===== src/rtl/synth_prog_pkg.sv =====
package synth_prog_pkg;

  localparam int REF_W    = 17;
  localparam int CMP_W    = 18;
  localparam int PREFIX_W = 3;
  localparam int CODE_W   = 2;

  localparam logic [CODE_W-1:0] CODE_REF = 2'b11;
  localparam logic [CODE_W-1:0] CODE_CMP = 2'b01;

  typedef struct packed {
    logic shift;
    logic clear;
    logic loadRef;
    logic loadCmp;
    logic flagErr;
  } dpStrobe_t;

endpackage


===== src/rtl/sp_sync.sv =====
module sp_sync #(
  parameter int WIDTH  = 3,
  parameter int STAGES = 2
) (
  input  logic             clk,
  input  logic             rstN,
  input  logic [WIDTH-1:0] asyncIn,
  output logic [WIDTH-1:0] syncOut
);

  logic [WIDTH-1:0] stage [STAGES];

  for (genvar s = 0; s < STAGES; s++) begin : g_stage
    if (s == 0) begin : g_first
      always_ff @(posedge clk or negedge rstN) begin
        if (!rstN) stage[s] <= '0;
        else       stage[s] <= asyncIn;
      end
    end else begin : g_next
      always_ff @(posedge clk or negedge rstN) begin
        if (!rstN) stage[s] <= '0;
        else       stage[s] <= stage[s-1];
      end
    end
  end

  assign syncOut = stage[STAGES-1];

endmodule


===== src/rtl/sp_ctrl.sv =====
module sp_ctrl
  import synth_prog_pkg::*;
#(
  parameter int REF_LEN  = REF_W + CODE_W,
  parameter int CMP_LEN  = PREFIX_W + CMP_W + CODE_W
) (
  input  logic                clk,
  input  logic                rstN,
  input  logic                sClk,
  input  logic                sData,
  input  logic                sLoad,
  input  logic [CODE_W-1:0]   frameCode,
  input  logic [PREFIX_W-1:0] framePrefix,
  output dpStrobe_t           st
);

  localparam int CNT_MAX = CMP_LEN + 1;
  localparam int CNT_W   = $clog2(CNT_MAX + 1);

  logic             clkPrev;
  logic             loadPrev;
  logic [CNT_W-1:0] bitCount;
  logic             clkRise;
  logic             loadRise;
  logic             linesLow;
  logic             isRefFrame;
  logic             isCmpFrame;

  assign clkRise    = sClk & ~clkPrev;
  assign loadRise   = sLoad & ~loadPrev;
  assign linesLow   = ~sClk & ~sData;
  assign isRefFrame = (frameCode == CODE_REF) && (bitCount == CNT_W'(REF_LEN));
  assign isCmpFrame = (frameCode == CODE_CMP) && (bitCount == CNT_W'(CMP_LEN));

  always_comb begin
    st         = '0;
    st.shift   = clkRise & ~sLoad;
    st.clear   = loadRise;
    if (loadRise && linesLow) begin
      st.loadRef = isRefFrame;
      if (isCmpFrame) begin
        st.loadCmp = (framePrefix == '0);
        st.flagErr = (framePrefix != '0);
      end
    end
  end

  always_ff @(posedge clk or negedge rstN) begin
    if (!rstN) begin
      clkPrev  <= 1'b0;
      loadPrev <= 1'b0;
      bitCount <= '0;
    end else begin
      clkPrev  <= sClk;
      loadPrev <= sLoad;
      if (st.clear)
        bitCount <= '0;
      else if (st.shift && bitCount != CNT_W'(CNT_MAX))
        bitCount <= bitCount + 1'b1;
    end
  end

  AST_COUNT_BOUND: assert property (@(posedge clk) disable iff (!rstN)
    bitCount <= CNT_W'(CNT_MAX)) else $error("bit count overran");
  AST_COUNT_CLEARED: assert property (@(posedge clk) disable iff (!rstN)
    st.clear |=> (bitCount == '0)) else $error("count not cleared");
  AST_NO_SHIFT_IN_LOAD: assert property (@(posedge clk) disable iff (!rstN)
    sLoad && $past(sLoad) |-> $stable(bitCount) || bitCount == '0) else $error("shift during load");

endmodule


===== src/rtl/sp_datapath.sv =====
module sp_datapath
  import synth_prog_pkg::*;
#(
  parameter int SHIFT_W = PREFIX_W + CMP_W + CODE_W
) (
  input  logic                clk,
  input  logic                rstN,
  input  logic                sData,
  input  dpStrobe_t           st,
  output logic [CODE_W-1:0]   frameCode,
  output logic [PREFIX_W-1:0] framePrefix,
  output logic [REF_W-1:0]    refWord,
  output logic                refValid,
  output logic [CMP_W-1:0]    cmpWord,
  output logic                cmpValid,
  output logic                prefixErr
);

  logic [SHIFT_W-1:0] shiftReg;

  assign frameCode   = shiftReg[CODE_W-1:0];
  assign framePrefix = shiftReg[SHIFT_W-1 -: PREFIX_W];

  always_ff @(posedge clk or negedge rstN) begin
    if (!rstN)         shiftReg <= '0;
    else if (st.clear) shiftReg <= '0;
    else if (st.shift) shiftReg <= {shiftReg[SHIFT_W-2:0], sData};
  end

  always_ff @(posedge clk or negedge rstN) begin
    if (!rstN) begin
      refWord  <= '0;
      refValid <= 1'b0;
    end else if (st.loadRef) begin
      refWord  <= shiftReg[REF_W+CODE_W-1:CODE_W];
      refValid <= 1'b1;
    end
  end

  always_ff @(posedge clk or negedge rstN) begin
    if (!rstN) begin
      cmpWord  <= '0;
      cmpValid <= 1'b0;
    end else if (st.loadCmp) begin
      cmpWord  <= shiftReg[CMP_W+CODE_W-1:CODE_W];
      cmpValid <= 1'b1;
    end
  end

  always_ff @(posedge clk or negedge rstN) begin
    if (!rstN)           prefixErr <= 1'b0;
    else if (st.flagErr) prefixErr <= 1'b1;
  end

  AST_REF_SOURCE: assert property (@(posedge clk) disable iff (!rstN)
    !$stable(refWord) |-> $past(frameCode) == CODE_REF) else $error("ref word from bad code");
  AST_CMP_SOURCE: assert property (@(posedge clk) disable iff (!rstN)
    !$stable(cmpWord) |-> ($past(frameCode) == CODE_CMP) && ($past(framePrefix) == '0)) else $error("cmp word from bad frame");
  AST_LOAD_PREFIX_ZERO: assert property (@(posedge clk) disable iff (!rstN)
    st.loadCmp |-> framePrefix == '0) else $error("cmp load with prefix");
  AST_ERR_STICKY: assert property (@(posedge clk) disable iff (!rstN)
    prefixErr |=> prefixErr) else $error("error flag dropped");
  AST_REF_VALID_STICKY: assert property (@(posedge clk) disable iff (!rstN)
    refValid |=> refValid) else $error("ref valid dropped");
  AST_CMP_VALID_STICKY: assert property (@(posedge clk) disable iff (!rstN)
    cmpValid |=> cmpValid) else $error("cmp valid dropped");
  AST_LOAD_EXCLUSIVE: assert property (@(posedge clk) disable iff (!rstN)
    $onehot0({st.loadRef, st.loadCmp, st.shift})) else $error("strobes overlap");

endmodule


===== src/rtl/synth_prog_port.sv =====
module synth_prog_port
  import synth_prog_pkg::*;
#(
  parameter int SYNC_STAGES = 2
) (
  input  logic             clk,
  input  logic             rstN,
  input  logic             serClk,
  input  logic             serData,
  input  logic             serLoad,
  output logic [REF_W-1:0] refWord,
  output logic             refValid,
  output logic [CMP_W-1:0] cmpWord,
  output logic             cmpValid,
  output logic             prefixErr
);

  localparam int REF_LEN = REF_W + CODE_W;
  localparam int CMP_LEN = PREFIX_W + CMP_W + CODE_W;

  logic [2:0]          syncBus;
  logic                sClk;
  logic                sData;
  logic                sLoad;
  logic [CODE_W-1:0]   frameCode;
  logic [PREFIX_W-1:0] framePrefix;
  dpStrobe_t           st;

  sp_sync #(.WIDTH(3), .STAGES(SYNC_STAGES)) i_sync (
    .clk     (clk),
    .rstN    (rstN),
    .asyncIn ({serLoad, serData, serClk}),
    .syncOut (syncBus)
  );

  assign sClk  = syncBus[0];
  assign sData = syncBus[1];
  assign sLoad = syncBus[2];

  sp_ctrl #(.REF_LEN(REF_LEN), .CMP_LEN(CMP_LEN)) i_ctrl (
    .clk         (clk),
    .rstN        (rstN),
    .sClk        (sClk),
    .sData       (sData),
    .sLoad       (sLoad),
    .frameCode   (frameCode),
    .framePrefix (framePrefix),
    .st          (st)
  );

  sp_datapath #(.SHIFT_W(CMP_LEN)) i_dp (
    .clk         (clk),
    .rstN        (rstN),
    .sData       (sData),
    .st          (st),
    .frameCode   (frameCode),
    .framePrefix (framePrefix),
    .refWord     (refWord),
    .refValid    (refValid),
    .cmpWord     (cmpWord),
    .cmpValid    (cmpValid),
    .prefixErr   (prefixErr)
  );

endmodule


===== config.mk =====
export PLATFORM = sky130hd
export DESIGN_NAME = synth_prog_port
export DESIGN_NICKNAME = d
export VERILOG_FILES = /design/src/rtl/synth_prog_pkg.sv /design/src/rtl/sp_sync.sv /design/src/rtl/sp_ctrl.sv /design/src/rtl/sp_datapath.sv /design/src/rtl/synth_prog_port.sv
export SDC_FILE = /design/constraint.sdc
export NUM_CORES = 1
export LEC_CHECK = 0
export ABC_AREA = 0
export CAP_MARGIN = 20
export CORE_MARGIN = 2
export CORE_UTILIZATION = 45
export DETAILED_ROUTE_END_ITERATION = 16
export GPL_TIMING_DRIVEN = 0
export PLACE_DENSITY = 0.68
export SYNTH_ARGS = -nofsm -noshare
export SYNTH_HDL_FRONTEND = slang
export SYNTH_HIERARCHICAL = 1
export SYNTH_SLANG_ARGS = --single-unit

===== constraint.sdc =====
create_clock -name clk -period 2.6 [get_ports clk]
set_input_delay 0.52 -clock clk [delete_from_list [all_inputs] [get_ports clk]]
set_output_delay 0.52 -clock clk [all_outputs]
set_load 0.05 [all_outputs]

Yosys cells after proc, flatten, opt, wreduce, memory -nomap -nowiden
Cells that the tools add are included.
{"block": "op_classes", "add_sub_neg": 1, "n_mul": 0, "div": 0, "magnitude_cmp": 0, "n_eq_ne": 5, "shift": 0, "n_mux": 6, "bitwise": 9, "reduce_logical": 8}
{"cell": "$mux W23", "count": 2}
{"cell": "$eq A5 B5 Y1 const B", "count": 2}
{"cell": "$mux W5", "count": 2}
{"cell": "$add A5 B1 Y5 const B", "count": 1}
{"cell": "$ne A5 B5 Y1 const B", "count": 1}
{"cell": "$not A1 Y1", "count": 5}
{"cell": "$and A1 B1 Y1", "count": 4}
{"cell": "$logic_and A1 B1 Y1", "count": 4}
{"cell": "$reduce_bool A2 Y1", "count": 2}
{"cell": "$logic_not A3 Y1", "count": 1}
{"cell": "$mux W3", "count": 1}
{"cell": "$reduce_bool A3 Y1", "count": 1}
{"cell": "$eq A2 B1 Y1 const B", "count": 1}
{"cell": "$eq A2 B2 Y1 const B", "count": 1}
{"cell": "$mux W2", "count": 1}
{"block": "word_totals", "regBits": 74, "latchBits": 0, "ramBits": 0, "romBits": 0, "in_bits": 5, "out_inout_bits": 38, "n_memories": 0}

Logic depth before layout (Yosys ltp)
{"block": "depth", "word_depth": 6, "ltp_mapped": 7, "depth_no_buf": 5}

Cells and area by module
The synthesis kept the hierarchy.
{"mod": "sp_datapath", "instances": 1, "cells_per_inst": 159, "area_each_um2": 2461.1, "seq_area_each_um2": 1526.5}
{"mod": "sp_ctrl", "instances": 1, "cells_per_inst": 38, "area_each_um2": 411.6, "seq_area_each_um2": 175.2}
{"mod": "sp_sync", "instances": 1, "cells_per_inst": 9, "area_each_um2": 172.7, "seq_area_each_um2": 150.1}

Least setup slack after synthesis
No wires, ideal clock.
{"block": "synth_timing", "path_type": "register to register", "start": "reg i_ctrl.bitCount[0]", "end": "reg i_dp.cmpWord[10]", "arrival_ns": 1.723, "required_ns": 2.475, "setup_slack_ns": 0.752, "path_stages_with_launch": 8, "n_path_buf": 2, "synth_period_minus_slack_ns": 1.848, "path_cell_list": "dfrtp_1 -> ha_1 -> and4b_1 -> nand4b_1 -> nor4_1 -> buf_6 -> buf_12 -> mux2_4"}
{"element": "start: declaration", "line": "sp_ctrl.sv:22", "text": "logic [CNT_W-1:0] bitCount;"}
{"element": "start signal: assignment", "line": "sp_ctrl.sv:59", "text": "bitCount <= bitCount + 1'b1;"}
{"element": "end signal: assignment", "line": "sp_datapath.sv:45", "text": "cmpWord <= shiftReg[CMP_W+CODE_W-1:CODE_W];"}
{"element": "end: declaration", "line": "sp_datapath.sv:14", "text": "output logic [CMP_W-1:0] cmpWord,"}

==> impl_metrics.tcl <==
set metrics [dict create \
    grt_pass1_vias 1777 \
    yosysUniqueCellTypes 26 \
    syn2layout_area_growth_pct 24.5 \
    yosys_warnings 6 \
    viasPerCell 4.94 \
    initial_utilization_pct 47.2 \
    critical_path_buf_inv_count 2 \
    finalPower_mw 2.16 \
    cts_root_buffer "clkbuf_8" \
    gp_congestion 0.771 \
    path_clk_slew_ns 0.07 \
    num_vias 1688 \
    wl_per_cell_um 14.1 \
    crit_path_cell_trace "ha_1 -> and4b_1 -> nand4b_1 -> nor4_1 -> buf_6 -> buf_12 -> mux2_4" \
    synth_area_um2 3050 \
    hpwl_um 3190 \
    synthTopCellsByCount "dfrtp_1 (74), mux2i_1 (26), nor2_1 (25)" \
    fin_crit_sh_pct 79.4 \
    ff2ff_setup_slack_ns 0.54 \
    outcome "completed" \
    synth.most_common_cell "dfrtp_1" \
    powerDensity_nw_per_um2 570 \
    die_area_um2 7440 \
    slowest_stage "dfrtp_1" \
    cts_tree "built" \
    final_area_um2 3790 \
    synth_edf_count 0 \
    grt_max_degree 63 \
    slew_headroom_pct 65.3 \
    clk_latency_ns 0.34 \
    async_reset_ff_share_pct 100 \
    antennaDiodeCount 0 \
    power_leakage_nw 1.80 \
    drt_iter0_markers 60 \
    drcViolationCount 0 \
    fp.coreArea_um2 6460 \
    crit-reg2reg-capture "i_dp/cmpWord[10]" \
    ir_drop_mv 0.359 \
    hold-worst-slack_ns 0.0192 \
    grt_overflow 0 \
    synth_area_leader_cell "dfrtp_1" \
    setup_viol 0 \
    max_cap_violations 0 \
    cts_setup_buffers 0 \
    post-route-min-period_ns 2.06 \
    cts_inserted_buffers 9 \
    dr.pass1.iters 4 \
    final_max_slew_viol_count 0 \
    die_w_um 86.3 \
    slowest_delay_ns 0.41 \
    layout.cells.non_filler 342 \
    synth_nets 213 \
    crit_family "simple AND/OR/NAND/NOR gates" \
    synth_seq_cells 74 \
    drt_wl_total_um 4810 \
    nets 267 \
    cp-startpoint "i_ctrl/bitCount[0]" \
    grt_pass1_wl_um 8400 \
    track_usage_pct 14.8 \
    hold_viol 0 \
    seq_area_frac_synth_pct 60.8 \
    htreeDepth 3 \
    setup_ws_ns 0.535 \
    critPathMaxFanout 10 \
    cts_resized 0 \
    place_inst 326 \
    cts_sinks 74 \
    timing.fmax_ghz 0.484 \
    hold_path_class "in2async" \
    rows 29 \
    synth_top_area_share_pct 60.8 \
    numPortBuffers 42 \
    dieHeight_um 86.3 \
    rsz0062_at_grt "false" \
    synth.top_cells.by_area "dfrtp_1 (61%), mux2_4 (9.4%), mux2i_1 (8.5%), mux2_2 (6.3%), nor2_1 (3.1%)" \
    start_kind "register" \
    io_pins 43 \
    fin_setup_tns_ns 0 \
    syn_area_per_cell_um2 14.8 \
    dp_slack_ns 0.533 \
    placed_area_um2 3590 \
    antenna_found_initial 0 \
    ys.flop_type "dfrtp_1" \
    final_util_pct 58.7 \
    reg2regPathDepth 7 \
    skew_ns 0.00428 \
    cp.arrival_ns 2.29 \
    crit_path_end_kind "register" \
    worst_slew_pin_slew_ns 0.519 \
    r2r_start "i_ctrl/bitCount[0]" \
    synth_cells 206 \
    cts_hold_buf 0 \
    cp.required_ns 2.82 \
    antenna_left 0 \
    clockBufferDepth 2 \
    layout-drive-gt1-share_pct 27.5 \
    path_class "reg2reg" \
]
==> registers in the layout, indices dropped and copies added, names as in the netlist, 3 cells and up <==
| name | cells |
|---|---|
| i_ctrl/bitCount | 5 |
| i_dp/cmpWord | 18 |
| i_dp/refWord | 17 |
| i_dp/shiftReg | 23 |
| i_sync/stage | 3 |
| i_sync/syncOut | 3 |
==> where the power goes <==
| group | switching [mW] | internal (mW) | leakage, nW |
|---|---|---|---|
| logic | 0.0511 | 0.0382 | 0.690 |
| clock network | 0.404 | 0.494 | 0.0986 |
| registers | 0.0107 | 1.16 | 1.01 |
==> area by class of cell <==
| cell class | count | area (um^2) |
|---|---|---|
| flip-flops and latches | 74 | 1850 |
| fillers | 528 | 2670 |
| multi-input cells | 111 | 1010 |
| repair buffers | 43 | 445 |
| well taps | 77 | 96.3 |
| clock inverters | 4 | 50.0 |
| inverters | 3 | 11.3 |
| plain buffers | 18 | 168 |
| clock buffers | 12 | 155 |
==> worst max path at each step <==
stage | to | slack [ns] | depth (start not counted)
final | i_dp/cmpWord[10] | 0.54 | 7
after global routing | i_dp/cmpWord[9] | 0.36 | 7
after CTS | i_dp/cmpWord[10] | 0.51 | 7
after detailed placement | i_dp/cmpWord[10] | 0.53 | 7
after global placement | i_dp/refWord[4] | -1.50 | 1
after floorplan | i_dp/cmpWord[10] | 0.75 | 7
==> cell families after synthesis <==
| family | count (synthesis) | share of synthesized area (%) |
|---|---|---|
| AOI/OAI and AO/OA | 1 | 0.206 |
| adders and majority gates | 2 | 0.822 |
| buffers and inverters | 21 | 5.88 |
| DFF | 74 | 60.8 |
| muxes | 62 | 24.2 |
| and+or+nand+nor | 46 | 8.09 |
==> placed cells by master (no fill, tap or decap), types with 3 or more instances in the layout <==
cell	count
nand2_1	4
nor2_1	25
dfrtp_1	74
buf_6	4
clkdlybuf4s50_1	41
clkbuf_1	3
mux2_2	17
mux2i_1	26
buf_4	11
mux2_4	19
inv_1	3
clkbuf_8	11
==> metal layers <==
layer / vias to the layer above / wire length [um] / track usage [%] / part of all wire, %
li1: 802 / - / - / -
met1: 841 / 2230 / 19.2 / 46
met2: 37 / 2320 / 22.6 / 48
met3: 8 / 182 / 5.14 / 3.8
met4: 0 / 76 / 6.39 / 1.6
met5: - / 0 / 0 / 0
(Power assumes the default switching activity.)
